<file path="src/rtl/rtmr_pkg.sv">
// Shared definitions for the reload down-counter timer.
// Assumes a byte-wide register bus with a 3-bit address.
package rtmr_pkg;

    localparam int BUS_W  = 8;
    localparam int ADDR_W = 3;
    localparam int PRE_W  = 8;   // wide enough for a divide-by-256 period

    typedef enum logic [ADDR_W-1:0] {
        A_CTRL = 3'd0,
        A_IEN  = 3'd1,
        A_STAT = 3'd2,
        A_RLO  = 3'd3,
        A_RHI  = 3'd4,
        A_CLO  = 3'd5,
        A_CHI  = 3'd6
    } reg_addr_e;

    // Bit positions inside the control byte
    localparam int C_RUN   = 0;
    localparam int C_FORCE = 1;
    localparam int C_CONT  = 2;
    localparam int C_DIV_L = 3;
    localparam int C_DIV_H = 4;

    // Last prescaler count value for a divider select: 4, 16, 64 or 256 clocks
    function automatic logic [PRE_W-1:0] div_last(input logic [1:0] sel);
        logic [PRE_W:0] period;
        period = (PRE_W+1)'(4) << {sel, 1'b0};
        return PRE_W'(period - 1'b1);
    endfunction

endpackage

</file>
<file path="src/rtl/rtmr_prescale.sv">
// Prescaler: emits a one-clock tick every 4/16/64/256 clocks while run is set.
// Assumes clr is a single-cycle pulse raised by a control write that changes
// the divider select; the count restarts so the next tick is one full period out.
module rtmr_prescale
    import rtmr_pkg::*;
(
    input  logic       clk,
    input  logic       rst_n,
    input  logic       run,
    input  logic       clr,
    input  logic [1:0] sel,
    output logic       tick
);

    logic [PRE_W-1:0] pc_q;
    logic [PRE_W-1:0] last;

    // Decode the terminal count for the active divider
    always_comb last = div_last(sel);

    // Tick on the terminal count unless the period is being restarted
    assign tick = run && !clr && (pc_q == last);

    // Free-running period counter, held at zero while stopped or restarting
    always_ff @(posedge clk) begin
        if (!rst_n) begin
            pc_q <= '0;
        end else if (!run || clr || tick) begin
            pc_q <= '0;
        end else begin
            pc_q <= pc_q + 1'b1;
        end
    end

endmodule

</file>
<file path="src/rtl/rtmr_count.sv">
// Down-counter with end-of-count detection and reload.
// Assumes tick only arrives while the timer runs. A forced load wins over a tick
// in the same cycle. End of count is a tick taken at a count of 1 or 0.
module rtmr_count #(
    parameter int CNT_W = 16
) (
    input  logic             clk,
    input  logic             rst_n,
    input  logic             tick,
    input  logic             force_ld,
    input  logic             cont,
    input  logic [CNT_W-1:0] rld,
    output logic [CNT_W-1:0] cnt,
    output logic             eoc
);

    logic [CNT_W-1:0] cnt_q;
    logic             at_end;

    // Final step: the counter is about to pass through zero
    assign at_end = (cnt_q <= CNT_W'(1));
    assign eoc    = tick && !force_ld && at_end;
    assign cnt    = cnt_q;

    // Load, reload, park at zero or step down
    always_ff @(posedge clk) begin
        if (!rst_n) begin
            cnt_q <= '0;
        end else if (force_ld) begin
            cnt_q <= rld;
        end else if (tick) begin
            if (at_end) begin
                cnt_q <= cont ? rld : '0;
            end else begin
                cnt_q <= cnt_q - 1'b1;
            end
        end
    end

endmodule

</file>
<file path="src/rtl/rtmr_regs.sv">
// Register file for the timer: control, interrupt enable, status, reload.
// Assumes at most one access per cycle. Reading the status address clears it.
// The control run bit is also cleared by hardware at a single-pass end of count.
module rtmr_regs
    import rtmr_pkg::*;
#(
    parameter int         CNT_W    = 16,
    parameter logic [7:0] IEN_MASK = 8'h01
) (
    input  logic              clk,
    input  logic              rst_n,
    input  logic              wr_en,
    input  logic              rd_en,
    input  logic [ADDR_W-1:0] addr,
    input  logic [BUS_W-1:0]  wdata,
    input  logic [CNT_W-1:0]  cnt,
    input  logic              eoc,
    output logic [BUS_W-1:0]  rdata,
    output logic              run,
    output logic              cont,
    output logic [1:0]        sel,
    output logic              force_ld,
    output logic              presc_clr,
    output logic [CNT_W-1:0]  rld,
    output logic              flag,
    output logic              irq
);

    localparam int HI_W = CNT_W - BUS_W;

    logic             ctrl_wr, ien_wr, stat_rd;
    logic             run_q, cont_q, flag_q;
    logic [1:0]       sel_q;
    logic [BUS_W-1:0] ien_q;
    logic [CNT_W-1:0] rld_q;

    // Decode the accesses that have side effects
    assign ctrl_wr   = wr_en && (addr == A_CTRL);
    assign ien_wr    = wr_en && (addr == A_IEN);
    assign stat_rd   = rd_en && (addr == A_STAT);
    assign force_ld  = ctrl_wr && wdata[C_FORCE];
    assign presc_clr = ctrl_wr && (wdata[C_DIV_H:C_DIV_L] != sel_q);

    // Control fields; a software write overrides the hardware stop
    always_ff @(posedge clk) begin
        if (!rst_n) begin
            run_q  <= 1'b0;
            cont_q <= 1'b0;
            sel_q  <= 2'b00;
        end else if (ctrl_wr) begin
            run_q  <= wdata[C_RUN];
            cont_q <= wdata[C_CONT];
            sel_q  <= wdata[C_DIV_H:C_DIV_L];
        end else if (eoc && !cont_q) begin
            run_q  <= 1'b0;
        end
    end

    // Interrupt-enable bits: only positions present in IEN_MASK hold state
    for (genvar b = 0; b < BUS_W; b++) begin : g_ien
        if (IEN_MASK[b]) begin : g_on
            // Store one implemented enable bit
            always_ff @(posedge clk) begin
                if (!rst_n) begin
                    ien_q[b] <= 1'b0;
                end else if (ien_wr) begin
                    ien_q[b] <= wdata[b];
                end
            end
        end else begin : g_off
            assign ien_q[b] = 1'b0;
        end
    end

    // Reload value, written one byte at a time
    always_ff @(posedge clk) begin
        if (!rst_n) begin
            rld_q <= '0;
        end else if (wr_en && (addr == A_RLO)) begin
            rld_q[BUS_W-1:0] <= wdata;
        end else if (wr_en && (addr == A_RHI)) begin
            rld_q[CNT_W-1:BUS_W] <= wdata[HI_W-1:0];
        end
    end

    // Sticky end-of-count flag; a new event beats the read clear
    always_ff @(posedge clk) begin
        if (!rst_n) begin
            flag_q <= 1'b0;
        end else if (eoc) begin
            flag_q <= 1'b1;
        end else if (stat_rd) begin
            flag_q <= 1'b0;
        end
    end

    // Read multiplexer; the force strobe and unused bits read as zero
    always_comb begin
        rdata = '0;
        case (addr)
            A_CTRL: begin
                rdata[C_RUN]             = run_q;
                rdata[C_CONT]            = cont_q;
                rdata[C_DIV_H:C_DIV_L]   = sel_q;
            end
            A_IEN:  rdata = ien_q;
            A_STAT: rdata[0] = flag_q;
            A_RLO:  rdata = rld_q[BUS_W-1:0];
            A_RHI:  rdata = BUS_W'(rld_q[CNT_W-1:BUS_W]);
            A_CLO:  rdata = cnt[BUS_W-1:0];
            A_CHI:  rdata = BUS_W'(cnt[CNT_W-1:BUS_W]);
            default: rdata = '0;
        endcase
    end

    assign run  = run_q;
    assign cont = cont_q;
    assign sel  = sel_q;
    assign rld  = rld_q;
    assign flag = flag_q;
    assign irq  = flag_q && ien_q[0];

endmodule

</file>
<file path="src/rtl/reload_timer.sv">
// Top of the reload down-counter timer: register file, prescaler and counter.
// Assumes a single clock domain and a synchronous active-low reset.
module reload_timer #(
    parameter int         CNT_W    = 16,
    parameter logic [7:0] IEN_MASK = 8'h01
) (
    input  logic       clk,
    input  logic       rst_n,
    input  logic       wr_en,
    input  logic       rd_en,
    input  logic [2:0] addr,
    input  logic [7:0] wdata,
    output logic [7:0] rdata,
    output logic       irq
);

    logic             run_q, cont_q, force_ld, presc_clr, tick, eoc, flag_q;
    logic [1:0]       sel_q;
    logic [CNT_W-1:0] rld_q, cnt_q;

    rtmr_regs #(.CNT_W(CNT_W), .IEN_MASK(IEN_MASK)) regs_i (
        .clk       (clk),
        .rst_n     (rst_n),
        .wr_en     (wr_en),
        .rd_en     (rd_en),
        .addr      (addr),
        .wdata     (wdata),
        .cnt       (cnt_q),
        .eoc       (eoc),
        .rdata     (rdata),
        .run       (run_q),
        .cont      (cont_q),
        .sel       (sel_q),
        .force_ld  (force_ld),
        .presc_clr (presc_clr),
        .rld       (rld_q),
        .flag      (flag_q),
        .irq       (irq)
    );

    rtmr_prescale presc_i (
        .clk   (clk),
        .rst_n (rst_n),
        .run   (run_q),
        .clr   (presc_clr),
        .sel   (sel_q),
        .tick  (tick)
    );

    rtmr_count #(.CNT_W(CNT_W)) count_i (
        .clk      (clk),
        .rst_n    (rst_n),
        .tick     (tick),
        .force_ld (force_ld),
        .cont     (cont_q),
        .rld      (rld_q),
        .cnt      (cnt_q),
        .eoc      (eoc)
    );

endmodule

</file>
<file path="config.mk">
export PLATFORM = sky130hd
export DESIGN_NAME = reload_timer
export DESIGN_NICKNAME = d
export VERILOG_FILES = /design/src/rtl/rtmr_pkg.sv /design/src/rtl/rtmr_prescale.sv /design/src/rtl/rtmr_count.sv /design/src/rtl/rtmr_regs.sv /design/src/rtl/reload_timer.sv
export SDC_FILE = /design/constraint.sdc
export NUM_CORES = 1
export LEC_CHECK = 0
export ABC_AREA = 0
export BUFFER_PORTS_ARGS = -buffer_cell sky130_fd_sc_hd__buf_2
export CAP_MARGIN = 20
export CORE_ASPECT_RATIO = 0.75
export CORE_MARGIN = 2
export CORE_UTILIZATION = 35
export DETAILED_ROUTE_END_ITERATION = 10
export HOLD_SLACK_MARGIN = 0.1
export PLACE_DENSITY = 0.6
export REMOVE_ABC_BUFFERS = 1
export SYNTH_ARGS = -nofsm -noshare
export SYNTH_HDL_FRONTEND = slang
export SYNTH_SLANG_ARGS = --single-unit
</file>
<file path="constraint.sdc">
create_clock -name clk -period 5.34 [get_ports clk]
set_input_delay 1.068 -clock clk [delete_from_list [all_inputs] [get_ports clk]]
set_output_delay 1.068 -clock clk [all_outputs]
set_load 0.01 [all_outputs]
</file>
==> results.cfg <==
[outcome]
status = finished, final reports clean

[sta]
fin_crit_ps = 3560
tightest_slew_ps = 919
max_slew_margin = 0.385
fmax_mhz = 281
slew_violations = 0
finalSetupTns_ps = 0
setup_violations = 0
period_share = 0.666
fin_skew_ps = 18.3
setup_ws_ps = 1780
hold_violations = 0
rsz0062_at_grt = false

[clock_tree]
postCtsSetupBuffers = 0
h-tree-depth = 2
ctsHoldBuffers = 0
cts.sinks = 46
cts_root_buf = clkbuf_8
cts-resized-gates = 0
clockBufferDepth = 2
clock_latency_ps = 310
numCtsBuffers = 5
cts_tree = built
path_clk_slew_ps = 90

[hold_path]
worstHoldPathType = reg -> reg
min_from = presc_i.pc_q[0]

[cells_and_area]
drive_gt1_frac = 0.114
fin_util = 0.398
antennaDiodeCount = 0
layout.nets = 386
final_cell_area_um2 = 2970
syn2layout_area_growth_pct = 8.35

[synthesis]
yosysMostFrequentCell = nand2_1
ys_top_cells_by_area = dfxtp_1 (34%), nand2_1 (8.9%), a21oi_1 (6.0%), mux2i_1 (4.4%), nor2_1 (3.8%)
ys_warn_count = 0
synth.distinct_cells = 57
synthArstFlopShare = 0
synth-edff-count = 0
synth_seq_cells = 46
syn_area_um2 = 2740
synth_common_cells = nand2_1 (65), dfxtp_1 (46), a21oi_1 (33), nor2_1 (28), clkbuf_1 (17)
synthesis.instances = 359
yosysTopAreaCellShare = 0.336
yosysSeqAreaShare = 0.336
synth_area_leader_cell = dfxtp_1
avgSynthCellArea_um2 = 7.64
ys.flop_type = dfxtp_1

[critical_path]
cp-end-kind = primary output
critPathMaxStageDelay_ps = 490
critPathLaunchType = input pin
critPathSlowestCell = nor2b_1
critical_path_buf_inv_count = 2
crit_type = in -> out
cpMostUsedCell = buf_2
worstPathRequired_ps = 4270
crit_path_start = addr[1]
crit_arrival_ps = 2490
path_cells = buf_2, nor2b_1, a22o_1, nand2_1, o21ai_0, buf_2
cp_max_fo = 22
r2r-start = regs_i.sel[1]
critPathTopFamily = buffers and inverters

[grt]
grt_max_degree = 28
first_global_vias = 2419
grt_usage = 0.202
grt_overflow = 0
antenna_found_initial = 0
grt_pass1_wl_um = 13400

[floorplan]
io_pins = 24
die_x_um = 106
fp-row-count = 27
fp.coreArea_um2 = 7470
die-area_um2 = 8570
die_y_um = 80.7
start_util = 0.367

[placed_design]
place_congestion = 0.958
postPlaceCellArea_um2 = 2890
post-place-ws_ps = 1760
port_buffers = 23
dp_hpwl_um = 5980

[power]
ir_drop_v = 0.000130
power.density_nw_per_um2 = 213
leakage_uw = 0.00112
p_total_uw = 634

[route]
ant_nets = 0
post-route-drc-count = 0
num_vias = 2761
drt_wl_total_um = 8310
avgViaCountPerCell = 5.89
dr.pass1.iters = 5
wire_per_inst_um = 17.7
drtIter0Drc = 296

[flow_run]
drv_cap = 0
==> worst register-to-register path, cell delays in order, from the launching register on <==
cell and delay [ps]:
dfxtp_1 410, or2_2 330, ha_1 300, xor2_1 120, and3_1 210, o21ai_2 120, or2_1 480, or4_4 610
a41oi_2 190
==> cell usage in the layout (no fill, tap or decap), types with 12 or more instances in the layout <==
cell type  instances
dfxtp_1           46
buf_2             23
a21oi_1           33
nand2_1           65
nor3_1            12
o21ai_0           15
mux2i_1           12
nand3_1           15
nor2_1            28
==> path summary, 6_finish.rpt <==
check	to	slack [ps]	cells after the start
max reg2reg	count_i.cnt[0]	2490	8
min reg2reg	presc_i.pc_q[0]	480	1
max	rdata[7]	1780	6
min	presc_i.pc_q[0]	480	1
==> power breakdown <==
| part | leakage (uW) | internal, uW | switching [uW] |
|---|---|---|---|
| registers | 0.000371 | 347 | 6.51 |
| logic | 0.000699 | 18.3 | 38.0 |
| clock network | 0.0000452 | 92.8 | 132 |
==> metal layers <==
metal,global-route usage,vias to the layer above,wire length [um]
met5,0,-,0
met4,0.0447,0,81
met3,0.0308,16,797
met2,0.281,155,3290
met1,0.317,1278,4150
li1,-,1312,-
==> cell families (layout without fill, tap and decap cells) <==
group | count (synthesis) | count (layout) | synth area share
compound gates | 88 | 88 | 0.214
xor+xnor | 11 | 11 | 0.0351
fa+ha+maj | 4 | 4 | 0.0182
buf+inv | 30 | 39 | 0.0470
flops | 46 | 46 | 0.336
mux | 14 | 14 | 0.0520
simple gates | 166 | 166 | 0.297
==> through the flow <==
step | std cells | hold slack (ps)
2_1_floorplan | 337 | 430
3_3_place_gp | 461 | 447
3_5_place_dp | 461 | 458
4_1_cts | 469 | 480
5_1_grt | 469 | 513
6_report | 469 | 478
==> layout make-up <==
cell class	count	area, um^2
Clock buffer	6	72.6
Clock inverter	2	13.8
Multi-Input combinational cell	283	1690
Fill cell	798	4490
Tap cell	101	126
Inverter	8	30.0
Timing Repair Buffer	23	115
Sequential cell	46	921
==> sequential cells by signal, summed over array words and instances (netlist names) <==
signal and count:
count_i.cnt 16, regs_i.run 1, regs_i.flag 1, regs_i.ien_q 1, presc_i.pc_q 8, regs_i.sel 2, regs_i.cont 1, regs_i.rld 16
Note: power is estimated with default switching activity, not from simulation.
